[config.mk]
export PLATFORM = sky130hd
export DESIGN_NAME = trig_sync_timer
export DESIGN_NICKNAME = d
export VERILOG_FILES = /design/src/rtl/trig_sync_timer.sv
export SDC_FILE = /design/constraint.sdc
export NUM_CORES = 1
export LEC_CHECK = 0
export ABC_AREA = 1
export CORE_UTILIZATION = 40
export CTS_BUF_LIST = sky130_fd_sc_hd__clkbuf_8
export CTS_CLUSTER_DIAMETER = 150
export CTS_CLUSTER_SIZE = 25
export DETAILED_ROUTE_END_ITERATION = 10
export PLACE_DENSITY = 0.82
export SETUP_SLACK_MARGIN = 0.02
export SLEW_MARGIN = 20
export SYNTH_ARGS = -nofsm -noshare
export SYNTH_HDL_FRONTEND = slang
export SYNTH_SLANG_ARGS = --single-unit
[constraint.sdc]
create_clock -name clk -period 1.25 [get_ports clk]
set_input_delay 0.25 -clock clk [delete_from_list [all_inputs] [get_ports clk]]
set_output_delay 0.25 -clock clk [all_outputs]
set_load 0.01 [all_outputs]
[src/rtl/trig_sync_timer.sv]
module trig_sync_timer #(
  parameter int W = 16
) (
  input  logic         clk,
  input  logic         rst_n,
  input  logic         ext_in,
  input  logic         peer_trig,
  input  logic         cfg_we,
  input  logic [2:0]   cfg_out_sel,
  input  logic [2:0]   cfg_trig_sel,
  input  logic [2:0]   cfg_slave_mode,
  input  logic         cfg_sync,
  input  logic         cnt_we,
  input  logic [W-1:0] cnt_wdata,
  input  logic         upd_gen,
  input  logic         flag_clr,
  output logic [W-1:0] count_o,
  output logic         trig_out,
  output logic         run_en,
  output logic         trig_flag
);
  localparam logic [2:0] SEL_EXT  = 3'b100;
  localparam logic [2:0] SEL_PEER = 3'b001;
  localparam logic [2:0] MODE_GATE = 3'b101;
  localparam logic [2:0] MODE_TRIG = 3'b110;
  localparam logic [2:0] OUT_EN   = 3'b001;

  logic [2:0] out_sel_q, trig_sel_q, mode_q;
  logic       sync_q, trig_q, en_q, en_dly_q, flag_q;
  logic [W-1:0] cnt_q;

  wire trig = (trig_sel_q == SEL_EXT)  ? ext_in :
              (trig_sel_q == SEL_PEER) ? peer_trig : 1'b0;
  wire rise    = trig & ~trig_q;
  wire mode_on = (mode_q == MODE_TRIG) || (mode_q == MODE_GATE);
  wire step    = sync_q ? en_dly_q : en_q;

  always_ff @(posedge clk or negedge rst_n) begin
    if (!rst_n) begin
      out_sel_q  <= '0;
      trig_sel_q <= '0;
      mode_q     <= '0;
      sync_q     <= 1'b0;
      trig_q     <= 1'b0;
      en_q       <= 1'b0;
      en_dly_q   <= 1'b0;
      flag_q     <= 1'b0;
      cnt_q      <= '0;
    end else begin
      if (cfg_we) begin
        out_sel_q  <= cfg_out_sel;
        trig_sel_q <= cfg_trig_sel;
        mode_q     <= cfg_slave_mode;
        sync_q     <= cfg_sync;
      end
      trig_q   <= trig;
      en_dly_q <= en_q;
      if (mode_q == MODE_TRIG && rise) en_q <= 1'b1;
      else if (mode_q == MODE_GATE)    en_q <= trig;
      if (mode_on && rise) flag_q <= 1'b1;
      else if (flag_clr)   flag_q <= 1'b0;
      if (upd_gen)             cnt_q <= '0;
      else if (cnt_we && !en_q) cnt_q <= cnt_wdata;
      else if (step)           cnt_q <= cnt_q + W'(1);
    end
  end

  assign count_o   = cnt_q;
  assign run_en    = en_q;
  assign trig_flag = flag_q;
  assign trig_out  = (out_sel_q == OUT_EN) ? en_q : 1'b0;

  assert_latch_R2: assert property (@(posedge clk) disable iff (!rst_n)
    (mode_q == MODE_TRIG && en_q && !cfg_we) |=> en_q);
  assert_dead_sel_R3: assert property (@(posedge clk) disable iff (!rst_n)
    (mode_q == MODE_TRIG && trig_sel_q != SEL_EXT && trig_sel_q != SEL_PEER && !en_q && !cfg_we) |=> !en_q);
  assert_out_off_R4: assert property (@(posedge clk) disable iff (!rst_n)
    (out_sel_q != OUT_EN) |-> !trig_out);
  assert_incr_R5: assert property (@(posedge clk) disable iff (!rst_n)
    (!sync_q && en_q && !upd_gen && !cfg_we) |=> cnt_q == $past(cnt_q) + W'(1));
  assert_flag_set_R7: assert property (@(posedge clk) disable iff (!rst_n)
    (mode_on && rise) |=> flag_q);
  assert_clear_R8: assert property (@(posedge clk) disable iff (!rst_n)
    upd_gen |=> cnt_q == '0);
  assert_gate_low_R10: assert property (@(posedge clk) disable iff (!rst_n)
    (mode_q == MODE_GATE && !trig && !cfg_we) |=> !en_q);
endmodule

==> results.py <==
metrics = {
    "power": {
        "switching_power_mw": 1.467,
        "internal_power_mw": 2.512,
        "sw_frac_of_total_pct": 36.88,
        "power_frac_clock_pct": 20.7,
        "pwr_density_cell_nw_per_um2": 1395,
        "total_power_mw": 3.979,
        "ir_drop_mv": 0.6839,
        "power_leakage_nw": 1.397,
        "share_comb_of_total_power_pct": 45.6,
        "seqPwrFrac_pct": 33.6,
    },
    "routing": {
        "route.antenna.remaining_nets": 0,
        "drt_first_pass_iters": 4,
        "detail_route.iter0.violations": 119,
        "routed_wire_length_per_instance_um": 13.13,
        "drt_drc_violations_left": 0,
        "total_wire_length_after_detailed_routing_um": 4936,
        "number_of_vias_after_detailed_routing": 1872,
        "vias_per_cell": 4.979,
    },
    "floorplan": {
        "die_x_um": 68.37,
        "core_area_um2": 4115,
        "num_io_pins": 53,
        "floorplan.die.height_um": 68.37,
        "die_footprint_um2": 4674,
        "rows": 23,
        "start_util_pct": 42.81,
    },
    "finish": {
        "insertedDiodeCount": 0,
        "layout-drive-gt1-share_pct": 31.90,
        "nNetsFinal": 360,
        "n_fill_cell": 331,
        "syn2layout_area_growth_pct": 61.86,
    },
    "synth": {
        "synth-seq-area-share_pct": 42.61,
        "ys_ff_latch": 30,
        "post_synth_instance_area_um2": 1762,
        "synthesis.area_per_instance_um2": 7.465,
        "ys_types": 27,
        "postSynthCellCount": 236,
        "synth.net_count": 271,
        "synth-edff-count": 0,
        "synth_flop_cell": "dfrtp_1",
        "async_flop_share_pct": 100.0,
        "synth.yosys.warnings": 0,
    },
    "run_status": {
        "status": "finished, violations left",
        "failing_checks": "negative setup slack",
    },
    "setup_path": {
        "ff2ff_setup_slack_ns": -0.12,
        "crit_required_ns": 1.43,
        "cell_depth_of_the_worst_flop_to_flop_path": 9,
        "endpoint_kind": "flip-flop",
        "path_max_fanout": 4,
        "r2r-end": "count_o[7]",
        "rr_startpoint": "count_o[0]",
        "worstSetupStartpointType": "flip-flop",
        "criticalPathCategory": "flip-flop to flip-flop",
        "worst_ep_arrival_time_ns": 1.55,
    },
    "sta": {
        "max_slew_margin_vs_limit_pct": 84.47,
        "worst_pin_slew_ns": 0.2322,
        "grt_setup_unrepaired": "true",
        "setup_slack_ns": -0.1187,
        "maxSlewViolCount": 0,
        "fin_skew_ns": 0.007218,
        "max_freq_mhz": 730.6,
        "final-setup-viol-count": 15,
        "fin_crit_ns": 1.369,
        "hold_viol_final": 0,
        "post-route-period-util_pct": 109.5,
    },
    "place": {
        "detailedPlacementHpwl_um": 3075,
        "dp_slack_ns": -0.2280,
        "global_placer_s_final_weighted_congestion": 0.7634,
        "io_buffers": 52,
    },
    "clock_tree": {
        "clkSlewWorstSetupHoldPaths_ns": 0.07,
        "clk_root_buffer_cell": "clkbuf_8",
        "clock_tree_from_tritoncts": "done",
        "number_of_cts_inserted_buffers": 5,
        "clk_latency_ns": 0.29,
        "holdBufCountCts": 0,
        "cts.path.max_buffers": 2,
        "cts.htree.levels": 2,
        "tritoncts_sink_count": 30,
    },
    "grt": {
        "grt_first_pass_wirelength_um": 7990,
        "grt-ovfl-total": 0,
        "grt_pass1_vias": 1819,
        "global_route.usage.total_pct": 23.41,
        "antenna_found_initial": 0,
        "maximum_number_of_pins_on_one_net_before_global_route_repair": 31,
    },
    "run": {
        "timing.max_cap.violations": 0,
    },
    "hold_path": {
        "classification_of_the_worst_slack_hold_path": "input port to async pin",
    },
}
-- power by group through the flow --
stage	combinational [mW]	sequential [mW]	clock, mW
after global routing	1.98	1.36	0.868
after detailed placement	1.45	1.40	0
final	1.82	1.34	0.826
after floorplan	0.594	1.47	0
after CTS	1.70	1.33	0.837
after global placement	1.41	1.40	0
-- kinds of logic (layout without fill, tap and decap cells) --
family	count (synthesis)	in the layout	share of synthesized area, %
mux	5	5	3.054
simple gates	139	140	36.01
xor+xnor	7	7	3.480
compound gates	21	21	6.108
fa+ha+maj	1	1	0.7101
flops	30	30	42.61
buf+inv	33	122	8.025
-- synthesized netlist by cell type (2+ instances only) --
cell,instances,area share [%]
buf_2,2,0.57
buf_4,2,0.85
dfrtp_1,30,43
inv_1,24,5.1
inv_2,3,0.64
mux2_2,3,1.9
mux2i_1,2,1.1
nand2_1,68,14
nand2_2,4,1.4
nand2_4,2,1.3
nand3_1,16,4.5
nand3_2,2,1.1
nand4_1,5,1.8
nor2_1,33,7.0
nor2_2,6,2.1
o21ai_0,11,3.1
o21ai_1,8,2.3
xnor2_1,2,0.99
xor2_1,5,2.5
-- through the flow --
stage / cells / area, um^2 / utilization, % / hold WS [ns] / setup TNS (ns)
finish: 376 / 2851 / 69.29 / 0.3172 / -0.7955
detailed placement: 354 / 2517 / 61.17 / 0.5076 / -3.708
global placement: 354 / 2517 / 61.17 / 0.4881 / -3.024
CTS: 374 / 2776 / 67.47 / 0.3253 / -0.4332
global route: 376 / 2851 / 69.29 / 0.3325 / -2.121
floorplan: 236 / 1784 / - / -0.04559 / 0
-- state kept, by name (all words and copies together), names as in the netlist, 3 cells and up --
| register | cells |
|---|---|
| trig_sel_q | 3 |
| count_o | 16 |
| out_sel_q | 3 |
| mode_q | 3 |
-- metal layers --
| metal | wire, um | global-route usage (%) |
|---|---|---|
| met5 | 0 | 0 |
| met3 | 281 | 5.333 |
| met4 | 102 | 11.20 |
| met2 | 2556 | 41.67 |
| met1 | 1995 | 25.98 |
-- layout by cell type (no fill, tap or decap), types with 3 or more instances in the layout --
cell type and count:
buf_2 5, buf_4 27, buf_6 7, clkbuf_8 6
clkdlybuf4s15_1 6, clkdlybuf4s50_1 33, dfrtp_1 25, dfrtp_2 5
dlygate4sd2_1 6, inv_1 23, mux2_2 3, nand2_1 62
nand2_2 8, nand2_4 3, nand3_1 14, nand4_1 5
nor2_1 21, nor2_2 13, nor2_4 6, o21ai_0 9
o21ai_1 7, o21ai_2 3, xor2_1 4
-- worst max-delay path: stages (launching register included) --
cell and delay [ns]:
dfrtp_2 0.41, buf_6 0.13, buf_4 0.14, inv_4 0.05, nor2_2 0.04, nand2_2 0.11, xor2_1 0.18, nand2_1 0.07
nand2_1 0.08, nand2_1 0.05
-- worst max-delay path by stage --
stage               depth (start not counted)    endpoint  slack [ns]         start
CTS                                         3    trig_out       -0.11        run_en
global route                                9  count_o[8]       -0.21    count_o[0]
floorplan                                   8  count_o[8]        0.01    count_o[1]
detailed placement                          7  count_o[3]       -0.23        cnt_we
finish                                      9  count_o[7]       -0.12    count_o[0]
global placement                            2    trig_out       -0.19  out_sel_q[1]
-- layout make-up --
cell class	count	area [um^2]	area share, %
Multi-Input combinational cell	174	1035	36.29
Timing Repair Buffer	87	794.5	27.86
Sequential cell	30	757.0	26.55
Inverter	27	111.4	3.905
Clock buffer	6	82.58	2.896
Tap cell	50	62.56	2.194
Clock inverter	2	8.758	0.3072
-- timing repair --
item	4_1_cts	5_1_grt
cloned	1	0
buffers inserted	11	2
resized for setup	73	24
pin swaps	20	20
endpoints found under the setup margin	34	22
Power figures use the tool's default switching activity.
